[src/rtl/cacheaux_pkg.sv]
package cacheaux_pkg;
  localparam int WORD_W = 32;

  localparam int BIT_RDMUX     = 29;
  localparam int BIT_ECCSEL    = 28;
  localparam int BIT_LDFWD_DIS = 27;
  localparam int BIT_WCOMB_DIS = 25;
  localparam int BIT_WADLY_DIS = 24;
  localparam int BIT_WACMB_DIS = 23;
  localparam int BIT_WALLOC_DIS= 22;
  localparam int BIT_PROT_EN   = 21;
  localparam int BIT_INNER     = 16;

  localparam int TAG_LSB   = 6;
  localparam int TAG_W     = 3;
  localparam int TAG_MAX   = 4;
  localparam int DATA_LSB  = 0;
  localparam int DATA_W    = 4;
  localparam int DATA_MAX  = 13;
  localparam int TAG_OW    = $clog2(TAG_MAX + 1);
  localparam int DATA_OW   = $clog2(DATA_MAX + 1);

  typedef struct packed {
    logic rdEn;
    logic wrEn;
    logic fault;
  } accStrobes_t;

  function automatic logic [WORD_W-1:0] writableMask(input bit hasProt);
    logic [WORD_W-1:0] m;
    m = '0;
    m[BIT_RDMUX]      = 1'b1;
    m[BIT_ECCSEL]     = 1'b1;
    m[BIT_LDFWD_DIS]  = 1'b1;
    m[BIT_WCOMB_DIS]  = 1'b1;
    m[BIT_WADLY_DIS]  = 1'b1;
    m[BIT_WACMB_DIS]  = 1'b1;
    m[BIT_WALLOC_DIS] = 1'b1;
    m[BIT_PROT_EN]    = hasProt;
    m[BIT_INNER]      = 1'b1;
    m[TAG_LSB +: TAG_W]   = '1;
    m[DATA_LSB +: DATA_W] = '1;
    return m;
  endfunction
endpackage

[src/rtl/cacheaux_access_ctrl.sv]
module cacheaux_access_ctrl
  import cacheaux_pkg::*;
(
  input  logic        accValid,
  input  logic        accWrite,
  input  logic        accSecure,
  input  logic        accPriv,
  output accStrobes_t strobes
);
  logic readOk;
  logic writeOk;

  always_comb begin
    readOk        = accValid && !accWrite && accPriv;
    writeOk       = accValid && accWrite && accPriv && accSecure;
    strobes.rdEn  = readOk;
    strobes.wrEn  = writeOk;
    strobes.fault = accValid && !(readOk || writeOk);
  end
endmodule

[src/rtl/cacheaux_lat_decode.sv]
module cacheaux_lat_decode #(
  parameter int IN_W  = 4,
  parameter int CAP   = 13,
  parameter int OUT_W = $clog2(CAP + 1)
) (
  input  logic [IN_W-1:0]  field,
  output logic [OUT_W-1:0] cycles
);
  int value;

  always_comb begin
    value = (field == '0) ? 2 : int'(field) + 1;
    if (value > CAP) value = CAP;
    cycles = OUT_W'(value);
  end
endmodule

[src/rtl/cacheaux_datapath.sv]
module cacheaux_datapath
  import cacheaux_pkg::*;
#(
  parameter bit HAS_PROT_RAM = 1'b1
) (
  input  logic               clk,
  input  logic               rst,
  input  accStrobes_t        strobes,
  input  logic [WORD_W-1:0]  wrData,
  output logic [WORD_W-1:0]  rdData,
  output logic [WORD_W-1:0]  cfgWordOut,
  output logic [TAG_OW-1:0]  tagCycles,
  output logic [DATA_OW-1:0] dataCycles
);
  localparam logic [WORD_W-1:0] WR_MASK = writableMask(HAS_PROT_RAM);

  logic [WORD_W-1:0] cfgWord;

  always_ff @(posedge clk) begin
    if (rst)               cfgWord <= '0;
    else if (strobes.wrEn) cfgWord <= wrData & WR_MASK;
  end

  assign rdData     = strobes.rdEn ? cfgWord : '0;
  assign cfgWordOut = cfgWord;

  cacheaux_lat_decode #(.IN_W(TAG_W), .CAP(TAG_MAX), .OUT_W(TAG_OW)) u_tagDec (
    .field (cfgWord[TAG_LSB +: TAG_W]),
    .cycles(tagCycles)
  );

  cacheaux_lat_decode #(.IN_W(DATA_W), .CAP(DATA_MAX), .OUT_W(DATA_OW)) u_dataDec (
    .field (cfgWord[DATA_LSB +: DATA_W]),
    .cycles(dataCycles)
  );
endmodule

[src/rtl/cacheaux_top.sv]
module cacheaux_top
  import cacheaux_pkg::*;
#(
  parameter bit HAS_PROT_RAM = 1'b1
) (
  input  logic               clk,
  input  logic               rst,
  input  logic               accValid,
  input  logic               accWrite,
  input  logic               accSecure,
  input  logic               accPriv,
  input  logic [WORD_W-1:0]  accWdata,
  output logic [WORD_W-1:0]  rdData,
  output logic               undefFault,
  output logic               readMuxOneCycle,
  output logic               eccSelect,
  output logic               loadFwdDisable,
  output logic               writeCombineDisable,
  output logic               allocDelayDisable,
  output logic               allocCombineDisable,
  output logic               writeAllocDisable,
  output logic               protEnable,
  output logic               innerCacheability,
  output logic [TAG_OW-1:0]  tagLatency,
  output logic [DATA_OW-1:0] dataLatency
);
  accStrobes_t       strobes;
  logic [WORD_W-1:0] cfgWord;

  cacheaux_access_ctrl u_ctrl (
    .accValid (accValid),
    .accWrite (accWrite),
    .accSecure(accSecure),
    .accPriv  (accPriv),
    .strobes  (strobes)
  );

  cacheaux_datapath #(.HAS_PROT_RAM(HAS_PROT_RAM)) u_dp (
    .clk       (clk),
    .rst       (rst),
    .strobes   (strobes),
    .wrData    (accWdata),
    .rdData    (rdData),
    .cfgWordOut(cfgWord),
    .tagCycles (tagLatency),
    .dataCycles(dataLatency)
  );

  assign undefFault          = strobes.fault;
  assign readMuxOneCycle     = cfgWord[BIT_RDMUX];
  assign eccSelect           = cfgWord[BIT_ECCSEL];
  assign loadFwdDisable      = cfgWord[BIT_LDFWD_DIS];
  assign writeCombineDisable = cfgWord[BIT_WCOMB_DIS];
  assign allocDelayDisable   = cfgWord[BIT_WADLY_DIS];
  assign allocCombineDisable = cfgWord[BIT_WACMB_DIS];
  assign writeAllocDisable   = cfgWord[BIT_WALLOC_DIS];
  assign protEnable          = cfgWord[BIT_PROT_EN];
  assign innerCacheability   = cfgWord[BIT_INNER];
endmodule

[config.mk]
export PLATFORM = sky130hd
export DESIGN_NAME = cacheaux_top
export DESIGN_NICKNAME = d
export VERILOG_FILES = /design/src/rtl/cacheaux_pkg.sv /design/src/rtl/cacheaux_access_ctrl.sv /design/src/rtl/cacheaux_lat_decode.sv /design/src/rtl/cacheaux_datapath.sv /design/src/rtl/cacheaux_top.sv
export SDC_FILE = /design/constraint.sdc
export NUM_CORES = 1
export LEC_CHECK = 0
export BUFFER_PORTS_ARGS = -buffer_cell sky130_fd_sc_hd__buf_2
export CORE_MARGIN = 2
export CORE_UTILIZATION = 40
export DETAILED_ROUTE_END_ITERATION = 8
export PLACE_DENSITY = 0.8
export SETUP_SLACK_MARGIN = 0.05
export SLEW_MARGIN = 20
export SYNTH_ARGS = -nofsm -noshare
export SYNTH_HDL_FRONTEND = slang
export SYNTH_HIERARCHICAL = 1
export SYNTH_SLANG_ARGS = --single-unit
[constraint.sdc]
create_clock -name clk -period 1.2 [get_ports clk]
set_input_delay 0 -clock clk [delete_from_list [all_inputs] [get_ports clk]]
set_output_delay 0 -clock clk [all_outputs]
set_load 0.02 [all_outputs]
==> summary.txt <==
Status
  – Outcome: finished with violations
  – Failing checks: setup timing

Floorplanning
  – Core region area: 0.00248 sq mm
  – Die area: approximately 0.0030 sq mm
  – Die Y: 55.2 um
  – Initial Util: between 40% and 50%
  – DIE WIDTH: roughly 55 um
  – Top Ports: slightly below 90
  – Site row count: 18

Min path
  – Hold Crit Start: rst
  – Hold crit path type: in2reg

Global route
  – Via count of the first global-routing pass: 835
  – Initial antenna violation count: 0
  – GRT Resource Usage Total: between 15 and 20%
  – Overflow after GRT: 0
  – Global-route wire length before repair: 3620 um
  – Pin count of the biggest net entering global routing: 17

Clock network
  – H-Tree Depth: 1
  – Num Clock Sinks: 16
  – Clk slew on worst S/H paths: around 0.10 ns
  – CTS max path bufs: 2
  – Worst-Skew Late Latency: about 0.27 ns
  – Root Driver: clkbuf_4
  – CTS tree: built
  – Num CTS Buffers: 3

Timing
  – Fmax: 0.750 GHz
  – Finish-stage setup viols: 6
  – Worst setup margin: -0.134 ns
  – Final Max Tran Viols: 0
  – RSZ-0062 raised after global routing: yes
  – Hold Fails Final Rpt: 0
  – Hold slack final: 0.0691 ns
  – Clock Skews: 0 ns
  – Period utilization: 111%
  – Fin crit period: about 1.3 ns

Cells and area
  – Layout cell share with drive strength beyond 1: a little under half
  – Max reg flops: 16
  – Final Cell Area: 0.00163 sq mm
  – Final Util: 65.9%
  – Area Growth Syn to Fin: 55.9%
  – # fillers: 200
  – Finished Layout Cells: 224
  – Ant. Diodes: 0
  – Final nets: 237

Placement
  – DP Area: approximately 0.0013 sq mm
  – PortBufs: between 50 and 60
  – Placed insts: roughly 200
  – Gp weighted congestion: 0.655
  – Post-DP HPWL: between 1500 and 2000 um

Setup path
  – R2R setup slack: between 0.3 and 0.4 ns
  – Worst Setup Start Kind: flop
  – Worst Setup Path Type: reg2out
  – Required time worst endpoint: 1.20 ns
  – Origin of the critical flop-to-flop path: u_dp/cfgWordOut[0]
  – Crit path DAT: about 1.3 ns
  – CP Max Fanout: 2
  – Worst setup path start: u_dp/cfgWordOut[0]
  – Type of element capturing the critical path: output port

Pwr
  – Sw Pwr: between 0.3 and 0.4 mW
  – Leakage: around 0.8 nW
  – Switching share of power: a little over a quarter
  – Clock power share: between 20% and 30%
  – Combinational share of power: approximately a quarter
  – P per Cell Area: approximately 720 mW/mm^2
  – Flop pwr share: a little under half
  – Worst VDD drop: between 0.0009 and 0.001 V
  – Power Internal: around 0.85 mW

Synth
  – Syn Area/Cell: about 8.7 sq um
  – Mapped cell area: 0.00105 sq mm
  – Post-synthesis instance total: between 100 and 150
  – Yosys Warn Count: 6

Route
  – First DRT Iteration DRCs: 3
  – Routed via count: between 900 and 1000
  – Number of remaining DRC errors: 0
  – Total routed wirelength: ~2600 um
  – WL/cell: ~12 um
  – Initial DRT Pass Iterations: 4
  – Antenna Nets Post-Route: 0
  – Via/cell ratio: about 4.4

Job
  – Max-Cap Viols: 0
## metrics by stage
stage	total power, mW	setup TNS, ns	setup WS (ns)
global placement	0.769	0	0.0914
CTS	1.17	-0.508	-0.127
finish	1.18	-0.516	-0.134
global route	1.22	-0.791	-0.199
floorplan	0.747	0	0.0907
detailed placement	0.771	0	0.0515
## layout by cell type, fill, tap and decap left out, types with 2 or more instances in the layout
master	count
a21bo_2	2
a21oi_1	2
and2_1	16
buf_2	46
buf_4	7
buf_6	7
clkbuf_4	3
conb_1	16
dfxtp_1	10
dfxtp_2	4
dfxtp_4	2
dlygate4sd3_1	16
ha_4	3
inv_2	4
mux2i_1	16
nand2_1	2
nor2_1	19
o21ai_1	2
## worst paths after layout
check / endpoint / cells past startpoint
setup / recovery: dataLatency[1] / 5
hold / removal: u_dp/cfgWordOut[7] / 2
setup reg to reg: u_dp/cfgWordOut[0] / 4
hold reg to reg: u_dp/cfgWordOut[24] / 2
## power groups by stage
stage               registers, mW  clock network [mW]  logic, mW
finish                      0.552               0.346      0.280
global route                0.554               0.366      0.302
CTS                         0.551               0.355      0.262
detailed placement          0.565                   0      0.206
global placement            0.565                   0      0.204
floorplan                   0.572                   0      0.175
## layer usage
layer	share of wire [%]	global-route usage, %	vias up	wire, um
met5	0	0	-	0
met4	0.50	2.44	0	13
met3	5.7	3.23	2	147
met2	55	32.7	39	1420
met1	39	18.8	442	1020
li1	-	-	503	-
## critical path: stages (launching register included)
cell and delay, ns:
dfxtp_2 0.35, inv_2 0.05, ha_4 0.24, a21bo_2 0.20, o21ai_1 0.07, buf_4 0.15
## repair_timing
| item | 4_1_cts | 5_1_grt |
|---|---|---|
| gates resized for setup | 28 | 14 |
| buffers inserted | 2 | 1 |
| pin swaps | 4 | 6 |
| endpoints found under the hold margin | 16 | 0 |
| hold buffers | 16 | 0 |
| setup endpoints to repair | 6 | 7 |
## cell type report
cell class,instances,area (sq um),area share [%]
Multi-Input combinational cell,92,663,40.6
Timing Repair Buffer,77,542,33.2
Sequential cell,16,333,20.4
Tap cell,30,37.5,2.30
Clock buffer,4,36.3,2.22
Inverter,5,21.3,1.30
Note: power is estimated with default switching activity, not from simulation.
